### config.mk
export PLATFORM = sky130hd
export DESIGN_NAME = wake_clk_sel
export DESIGN_NICKNAME = d
export VERILOG_FILES = /design/src/rtl/wake_clk_sel.sv
export SDC_FILE = /design/constraint.sdc
export NUM_CORES = 1
export LEC_CHECK = 0
export BUFFER_PORTS_ARGS = -buffer_cell sky130_fd_sc_hd__clkbuf_2
export CORE_ASPECT_RATIO = 1.1
export CORE_UTILIZATION = 57
export DETAILED_ROUTE_END_ITERATION = 7
export HOLD_SLACK_MARGIN = 0.02
export PLACE_DENSITY = 0.85
export SETUP_SLACK_MARGIN = 0.1
export SLEW_MARGIN = 20
export SYNTH_ARGS = -nofsm -noshare
export SYNTH_HDL_FRONTEND = slang
export SYNTH_SLANG_ARGS = --single-unit
### constraint.sdc
create_clock -name clk -period 3.2 [get_ports clk]
set_input_delay 0.16 -clock clk [delete_from_list [all_inputs] [get_ports clk]]
set_output_delay 0.16 -clock clk [all_outputs]
set_load 0.02 [all_outputs]
### src/rtl/wake_clk_sel.sv
`timescale 1ns/1ps
module wake_clk_sel #(
  parameter int NSRC = 8,
  parameter int DW   = 16,
  parameter int TW   = 12
) (
  input  logic            clk,
  input  logic            rst_n,
  input  logic            wr_en,
  input  logic [1:0]      wr_addr,
  input  logic [DW-1:0]   wr_data,
  input  logic            wake,
  input  logic [NSRC-1:0] src_valid,
  output logic [NSRC-1:0] src_en,
  output logic [$clog2(NSRC)-1:0] dom_sel,
  output logic            busy,
  output logic            err
);
  localparam int CW = $clog2(NSRC);
  localparam logic [NSRC-1:0] ONE = {{(NSRC-1){1'b0}}, 1'b1};

  logic [CW-1:0]   run_q, wake_q, tgt_q;
  logic [TW-1:0]   lim_q, cnt_q;
  logic [NSRC-1:0] mask_q;
  logic            busy_q, err_q;

  wire [NSRC-1:0] run_oh  = ONE << run_q;
  wire [NSRC-1:0] wake_oh = ONE << wake_q;
  wire [NSRC-1:0] tgt_oh  = ONE << tgt_q;
  wire accept     = wake && !busy_q;
  wire wake_ready = (|((mask_q | run_oh) & wake_oh)) && src_valid[wake_q];
  wire tgt_ok     = src_valid[tgt_q];
  wire timed_out  = (lim_q != '0) && (cnt_q == lim_q - TW'(1));

  always_ff @(posedge clk or negedge rst_n) begin
    if (!rst_n) begin
      run_q  <= '0;
      wake_q <= '0;
      tgt_q  <= '0;
      lim_q  <= '0;
      cnt_q  <= '0;
      mask_q <= '0;
      busy_q <= 1'b0;
      err_q  <= 1'b0;
    end else begin
      if (wr_en) begin
        case (wr_addr)
          2'd0: if (!busy_q) run_q <= wr_data[CW-1:0];
          2'd1: wake_q <= wr_data[CW-1:0];
          2'd2: lim_q  <= wr_data[TW-1:0];
          default: mask_q <= wr_data[NSRC-1:0];
        endcase
      end
      if (accept) begin
        err_q <= 1'b0;
        tgt_q <= wake_q;
        cnt_q <= '0;
        if (wake_ready) run_q  <= wake_q;
        else            busy_q <= 1'b1;
      end else if (busy_q) begin
        if (tgt_ok) begin
          run_q  <= tgt_q;
          busy_q <= 1'b0;
        end else if (timed_out) begin
          err_q  <= 1'b1;
          busy_q <= 1'b0;
        end else begin
          cnt_q <= cnt_q + TW'(1);
        end
      end
    end
  end

  assign src_en  = mask_q | run_oh | (busy_q ? tgt_oh : '0);
  assign dom_sel = run_q;
  assign busy    = busy_q;
  assign err     = err_q;
endmodule


======== Yosys cells after proc, flatten, opt, wreduce, memory -nomap -nowiden ========
Cells that the tools add are included.
Widths: inputs -> output; s select.
cells by class
  shift operators ......................... 3
  reduce and logical (&&, ||, !) cells .... 15
  multiplexer cells ....................... 25
  add/subtract/negate cells ............... 2
  magnitude comparators ................... 2
  bitwise operators ....................... 4
  equality and inequality tests ........... 6
operators by type and width
  cell                   number
  $mux 12                4
  $shl 1x3->8 const A    3
  $mux 3                 7
  $or 8x8->8             2
  $add 12x1->12 const B  1
  $eq 12x12->1           1
  $reduce_bool 12->1     1
  $sub 12x1->12 const B  1
  $mux 1                 11
  $and 8x8->8            1
  $lt 3x4->1 const B     2
  $mux 8                 1
  $reduce_or 8->1        1
  $bmux 1 s3             2
  $ne 2x2->1 const B     3
  $reduce_and 2->1       3
  $reduce_and 3->1       2
  $reduce_bool 2->1      2
  $logic_and 1x1->1      3
  $reduce_or 3->1        1
  $eq 2x1->1 const B     1
  $eq 2x2->1 const B     1
  $logic_not 2->1        1
  $logic_not 1->1        1
  $not 1->1              1
word-level totals
  bits in registers ....................... 43
  input port bits ......................... 30

======== Depth between registers and ports, before layout ========
Gate-level depths: netlist of the first run.
  depth after elaboration ................. 7
  mapped depth ............................ 9
  depth with buffers taken out ............ 8

======== Worst setup path after synthesis of the first run ========
OpenSTA, ideal clock, no wires.
  kind .................................... reg-to-reg
  start ................................... register lim_q[2]
  end ..................................... register cnt_q[2]
  path buffers ............................ 2
  stages on the path, launching flop included .. 9
  data arrival time ....................... 2656 ps
  setup slack ............................. 424 ps
  period minus slack after synthesis ...... 2776 ps
  path through ............................ dfrtp_1 or4_1 buf_2 or4_1 a222oi_1 nand3_1 buf_6 o221ai_1 a21bo_2
on the way
  word-level cells in the longest chain between the ends .. 5
RTL lines
  what                          RTL line  source
  start: declaration            23        logic [TW-1:0] lim_q, cnt_q;
  start signal: assignment      50        2'd2: lim_q <= wr_data[TW-1:0];
  $sub 12x1->12                 33        wire timed_out = (lim_q != '0) && (cnt_q == lim_q - TW'(1));
  $eq 12x12->1                  33
  $logic_and 1x1->1 *           33
  $ne 2x2->1 (no line) *        --
  $reduce_and 3->1 (no line) *  --
  end signal: assignment        68        cnt_q <= cnt_q + TW'(1);
  end: declaration              23
Mark *: on every way between the ends. The rest lies on a longest branch, timed or not.
A chain may end at the register's enable or synchronous reset.

======== Final worst setup path of the first run ========
  start ................................... register lim_q[3]
  end ..................................... register cnt_q[2]
The elaborated chain is that of the path after synthesis.

==> impl_metrics.csv, run 1 <==
group,metric,value,unit
sta,fin_crit_sh,94.0,%
placed_design,dp_hpwl,4560,µm
floorplanning,die_y,74.2,µm
placed_design,dpl_cell_area,2940,µm²
floorplanning,initial_core_util,61.2,%
clock_tree,cts_root_buffer,"clkbuf_8",
logic_synthesis,synth_warnings,0,
final_layout,n_antenna_cell,0,
run,maxCapViolCount,0,
global_routing,antenna_found_initial,0,
sta,maxSlewHeadroom,36.5,%
detailed_routing,wire_per_inst,17.1,µm
detailed_routing,wirelength,6330,µm
floorplanning,rows,25,
final_layout,syn2layout_area_growth,14.7,%
critical_path,reg2reg_depth,7,
critical_path,crit_fanout,8,
placed_design,dp_cells,360,
critical_path,required,3.39,ns
clock_tree,cts_made_buffers,5,
placed_design,port-buffer-count,38,
critical_path,critical_path_class,"register to register",
detailed_routing,drt_pre_antenna_iters,4,
pwr,peakVddDrop,0.000613,V
detailed_routing,routed-wl-met2,3200,µm
final_layout,layout-drive-gt1-share,27.6,%
floorplanning,io-pin-count,43,
final_layout,final_cell_mix,"43 x dfrtp_1, 37 x clkbuf_2, 24 x mux2_2",
floorplanning,core,4410,µm²
clock_tree,clock-sinks,43,
critical_path,r2r-start,"lim_q[3]",
critical_path,worstSetupStartpointType,"register",
global_routing,grt_pass1_wl,9880,µm
logic_synthesis,synth_enable_flop_cells,0,
logic_synthesis,async_flop_share,100,%
detailed_routing,m1WireLength,2770,µm
detailed_routing,drc_errors,0,
detailed_routing,first_iter_violations,126,
critical_path,r2r-end,"cnt_q[2]",
sta,hold_viol_final,0,
logic_synthesis,synthCells,275,
detailed_routing,final_antenna_net_count,0,
status,status,"finished, final reports clean",
final_layout,multi_input_area,1540,µm²
placed_design,place_congestion,0.917,
sta,setup_viol_count_final,0,
detailed_routing,avgViaCountPerCell,6.28,
final_layout,regArea,1080,µm²
clock_tree,cts_buffer_depth,2,
critical_path,crit_end,"cnt_q[2]",
logic_synthesis,syn_area,2700,µm²
global_routing,overflow,0,
clock_tree,cts_hold_buf,0,
pwr,power,2200,µW
pwr,p_leak,0.00138,µW
clock_tree,htree_levels,2,
final_layout,final_area,3090,µm²
logic_synthesis,synth-seq-cells,43,
detailed_routing,top_layer_used,"met4",
clock_tree,clk_pin_slew,0.09,ns
sta,fmax,333,MHz
logic_synthesis,synth_cell_types,54,
detailed_routing,routed-wl-met3,251,µm
critical_path,crit_start,"lim_q[3]",
global_routing,grt.total_usage,26.4,%
sta,post-route-min-period,3.01,ns
final_layout,instances_no_fill,369,
floorplanning,die_w,67.6,µm
sta,tightest_slew,0.952,ns
critical_path,r2r_slack,0.19,ns
final_layout,mostFrequentLayoutCell,"dfrtp_1",
logic_synthesis,synth_top_flop_cell,"dfrtp_1",
sta,finalClockSkew,0.00974,ns
global_routing,grt_max_degree,44,
logic_synthesis,syn_nets,307,
detailed_routing,vias,2317,
clock_tree,clock_latency,0.30,ns
sta,setup-tns-final,0,ns
floorplanning,dieArea,5010,µm²
critical_path,crit_path_end_kind,"register",
critical_path,worstPathArrival,3.19,ns
sta,slew_violations,0,
worst_hold_path,hold_path_class,"primary input to async pin",
logic_synthesis,syn_area_per_cell,9.81,µm²
logic_synthesis,ys_seq_area_share,39.9,%
sta,grt_setup_unrepaired,"no",
clock_tree,cts_tree,"done",
pwr,power_density,711,nW/µm²
global_routing,grt_pass1_vias,2120,
final_layout,nets,346,
final_layout,fillers,321,
final_layout,fin_util,70.2,%
where the power goes:
group          internal (µW)  switching (µW)  leakage, µW
logic                    348             510     0.000773
registers                653             190     0.000540
clock network            312             186    0.0000654
layout make-up:
| type | count | area share (%) |
|---|---|---|
| Clock inverter | 2 | 1.94 |
| Inverter | 12 | 1.46 |
| Timing Repair Buffer | 44 | 7.60 |
| Sequential cell | 43 | 34.8 |
| Tap cell | 54 | 2.18 |
| Clock buffer | 6 | 2.35 |
| Multi-Input combinational cell | 208 | 49.7 |
sequential cells by signal (all words and copies together), names as in the netlist:
name,flops
lim_q,12
tgt_q,3
err,1
dom_sel,3
busy,1
cnt_q,12
mask_q,8
wake_q,3
what timing repair did:
item / in CTS / in global routing
gates resized for setup: 1 / 1
pin swaps: 0 / 1
setup endpoints to repair: 3 / 5
gates cloned: 0 / 0
buffers inserted: 0 / 1
cells in the mapped netlist, drive strengths merged, types with 6 or more instances:
cell type | instances | area (µm²)
and2 | 6 | 37.5
clkbuf | 7 | 26.3
nor2 | 16 | 60.1
inv | 12 | 45.0
nand2 | 21 | 78.8
nand3 | 12 | 60.1
nor2b | 8 | 50.1
o31ai | 10 | 75.1
dfrtp | 43 | 1080
xnor2 | 11 | 96.3
a31oi | 8 | 50.1
mux2 | 24 | 270
o21ai | 13 | 65.1
critical path, stage by stage (launching register included):
cell       delay, ns
dfrtp_1         0.46
or4_1           0.61
or3_2           0.53
a2111oi_4       0.45
nand3_2         0.21
buf_4           0.23
o221ai_1        0.17
a21bo_2         0.24
layer usage:
metal / global-route usage, % / vias up
met2: 45.3 / 72
li1: - / 1113
met3: 4.45 / 11
met5: 0 / -
met4: 10.2 / 0
met1: 32.7 / 1121
per-stage QoR:
step,setup slack [ns],hold WS (ns)
final,0.193,0.00755
after CTS,0.131,0.0807
after detailed placement,0.153,0.397
after floorplan,0.424,-0.136
after global routing,0.108,0.0843
after global placement,0.182,0.389
worst min path at each step:
stage               start        end  cells after the start
3_3_place_gp        rst_n   cnt_q[7]                      1
3_5_place_dp        rst_n   cnt_q[9]                      1
4_1_cts             rst_n  lim_q[11]                      1
5_1_grt        wr_data[8]   lim_q[8]                      2
6_report            rst_n  lim_q[10]                      1
2_1_floorplan       rst_n       busy                      0
logic make-up after synthesis:
| group | share of synthesized area (%) |
|---|---|
| buf+inv | 3.76 |
| fa+ha+maj | 0.927 |
| xor+xnor | 4.87 |
| compound gates | 19.7 |
| flops | 39.9 |
| simple gates | 17.7 |
| mux | 13.2 |
Note: power is estimated with default switching activity, not from simulation.
==> run 2, diff against run 1 <==
Settings changed: CORE_UTILIZATION 57 to 60, PLACE_DENSITY 0.85 to 0.89.
Clock period 3.2 ns to 3.71 ns, I/O delays scaled along.
==> run 2 against run 1 <==
- sequential cell count unchanged
- setup slack improved by 0.33 ns
- global-route usage grew 2.1 points
- critical endpoint is now cnt_q[0]
==> impl_metrics.csv, run 2 (synthesis gave the netlist of run 1 again) <==
group,metric,value,unit
detailed_routing,first_iter_violations,203,
final_layout,nets,343,
detailed_routing,drc_errors,0,
sta,hold_viol_final,0,
critical_path,crit_path_end_kind,"register",
clock_tree,clock-sinks,43,
floorplanning,die_y,72.3,µm
critical_path,worstPathArrival,3.38,ns
clock_tree,cts_tree,"done",
sta,fin_crit_sh,86.0,%
floorplanning,dieArea,4770,µm²
clock_tree,clock_latency,0.30,ns
critical_path,required,3.90,ns
pwr,peakVddDrop,0.000396,V
floorplanning,initial_core_util,62.5,%
floorplanning,rows,25,
floorplanning,io-pin-count,43,
final_layout,final_cell_mix,"43 x dfrtp_1, 37 x clkbuf_2, 24 x mux2_2",
floorplanning,core,4320,µm²
critical_path,worst-path-buf-inv,1,
global_routing,antenna_found_initial,0,
placed_design,port-buffer-count,38,
critical_path,crit_start,"lim_q[2]",
critical_path,critical_path_class,"register to register",
critical_path,crit_chain,"or4_1, or4_1, a222oi_1, nand3_1, buf_4, o21a_1, mux2_2",
pwr,power_density,586,nW/µm²
floorplanning,die_w,65.9,µm
pwr,comb_power_share,40.5,%
pwr,pwr-share-clk,18.1,%
worst_hold_path,worstHoldStart,"wr_data[11]",
detailed_routing,vias,2347,
pwr,internal_power,993,µW
global_routing,grt_pass1_wl,10300,µm
final_layout,layout-drive-gt1-share,26.6,%
sta,setup-tns-final,0,ns
critical_path,max_stage_delay,0.69,ns
critical_path,cp_top_family,"simple AND/OR/NAND/NOR gates",
sta,worst_hold_slack,0.109,ns
final_layout,mostFrequentLayoutCell,"dfrtp_1",
sta,fmax,313,MHz
pwr,p_leak,0.00135,µW
critical_path,r2r-start,"lim_q[2]",
critical_path,crit_fanout,13,
critical_path,r2r_slack,0.52,ns
critical_path,cpMostUsedCell,"or4_1",
sta,setup_viol_count_final,0,
global_routing,grt_pass1_vias,2224,
worst_hold_path,hold_path_class,"primary input to register",
final_layout,syn2layout_area_growth,12.0,%
detailed_routing,drt_pre_antenna_iters,4,
critical_path,worstSetupStartpointType,"register",
global_routing,overflow,0,
final_layout,n_antenna_cell,0,
detailed_routing,final_antenna_net_count,0,
sta,post-route-min-period,3.19,ns
clock_tree,cts_root_buffer,"clkbuf_8",
global_routing,grt.total_usage,28.5,%
pwr,power_frac_seq,41.4,%
placed_design,place_congestion,0.976,
sta,grt_setup_unrepaired,"no",
run,maxCapViolCount,0,
clock_tree,htree_levels,2,
clock_tree,cts_buffer_depth,2,
detailed_routing,wirelength,6420,µm
clock_tree,clk_pin_slew,0.09,ns
pwr,switching_power,777,µW
sta,finalClockSkew,0.00877,ns
sta,maxSlewHeadroom,35.2,%
pwr,p_sw_share,43.9,%
sta,slew_violations,0,
placed_design,dp_hpwl,4880,µm
final_layout,reg_top3,"cnt_q x12, lim_q x12, mask_q x8",
detailed_routing,avgViaCountPerCell,6.41,
clock_tree,cts_made_buffers,5,
critical_path,cp_slowest_cell,"or4_1",
sta,tightest_slew,0.958,ns
global_routing,grt_max_degree,44,
status,status,"finished, final reports clean",
detailed_routing,wire_per_inst,17.5,µm
## run 2: power by group through the flow
| stage | Sequential, µW | Clock, µW | Combinational, µW |
|---|---|---|---|
| 2_1_floorplan | 686 | 0 | 539 |
| 3_3_place_gp | 728 | 0 | 679 |
| 3_5_place_dp | 736 | 0 | 711 |
| 4_1_cts | 728 | 325 | 714 |
| 5_1_grt | 751 | 343 | 787 |
| 6_report | 733 | 320 | 717 |
## run 2: worst reg2reg max path: cells and delay by family (launching register included)
family	cells	cell delay, ns
AND/OR/NAND/NOR	3	1.39
flip-flops	1	0.46
AO/OA/AOI/OAI	2	0.74
multiplexers	1	0.27
buffers and inverters	1	0.21
## run 2: routing by layer
metal / GRT usage [%] / up-vias / part of all wire (%) / wire length (µm)
met2: 47.8 / 86 / 51 / 3300
met3: 4.40 / 24 / 4.3 / 275
met5: 0 / - / 0 / 0
met4: 13.5 / 0 / 3.3 / 210
li1: - / 1101 / - / -
met1: 35.7 / 1136 / 41 / 2630
## run 2: per-stage QoR
| stage | std cells | area [µm²] | setup slack (ns) | utilization, % | power [µW] |
|---|---|---|---|---|---|
| finish | 366 | 3020 | 0.519 | 70.0 | 1770 |
| CTS | 365 | 3010 | 0.574 | 69.7 | 1770 |
| global placement | 357 | 2910 | 0.711 | 67.5 | 1410 |
| global route | 366 | 3020 | 0.441 | 70.0 | 1880 |
| detailed placement | 357 | 2910 | 0.599 | 67.5 | 1450 |
| floorplan | 275 | 2700 | 0.934 | - | 1220 |
## run 2: worst paths after layout
| path | cells past startpoint | end |
|---|---|---|
| setup / recovery | 7 | cnt_q[0] |
| hold / removal | 2 | lim_q[11] |
| setup reg to reg | 7 | cnt_q[0] |
| hold reg to reg | 2 | err |
| max in group asynchronous | 2 | cnt_q[6] |
| min in group asynchronous | 2 | dom_sel[2] |
## run 2: what timing repair did
item                                   CTS  global route
setup buffers                            0             0
endpoints found under the hold margin    0            43
gates resized for setup                  0             0
hold buffers                             0             1
## run 2: area by class of cell
type,instances,area [µm²]
Multi-Input combinational cell,208,1520
Fill cell,327,1290
Sequential cell,43,1080
Timing Repair Buffer,41,218
Clock buffer,5,68.8
Tap cell,54,67.6
Inverter,12,45.0
Clock inverter,3,26.3
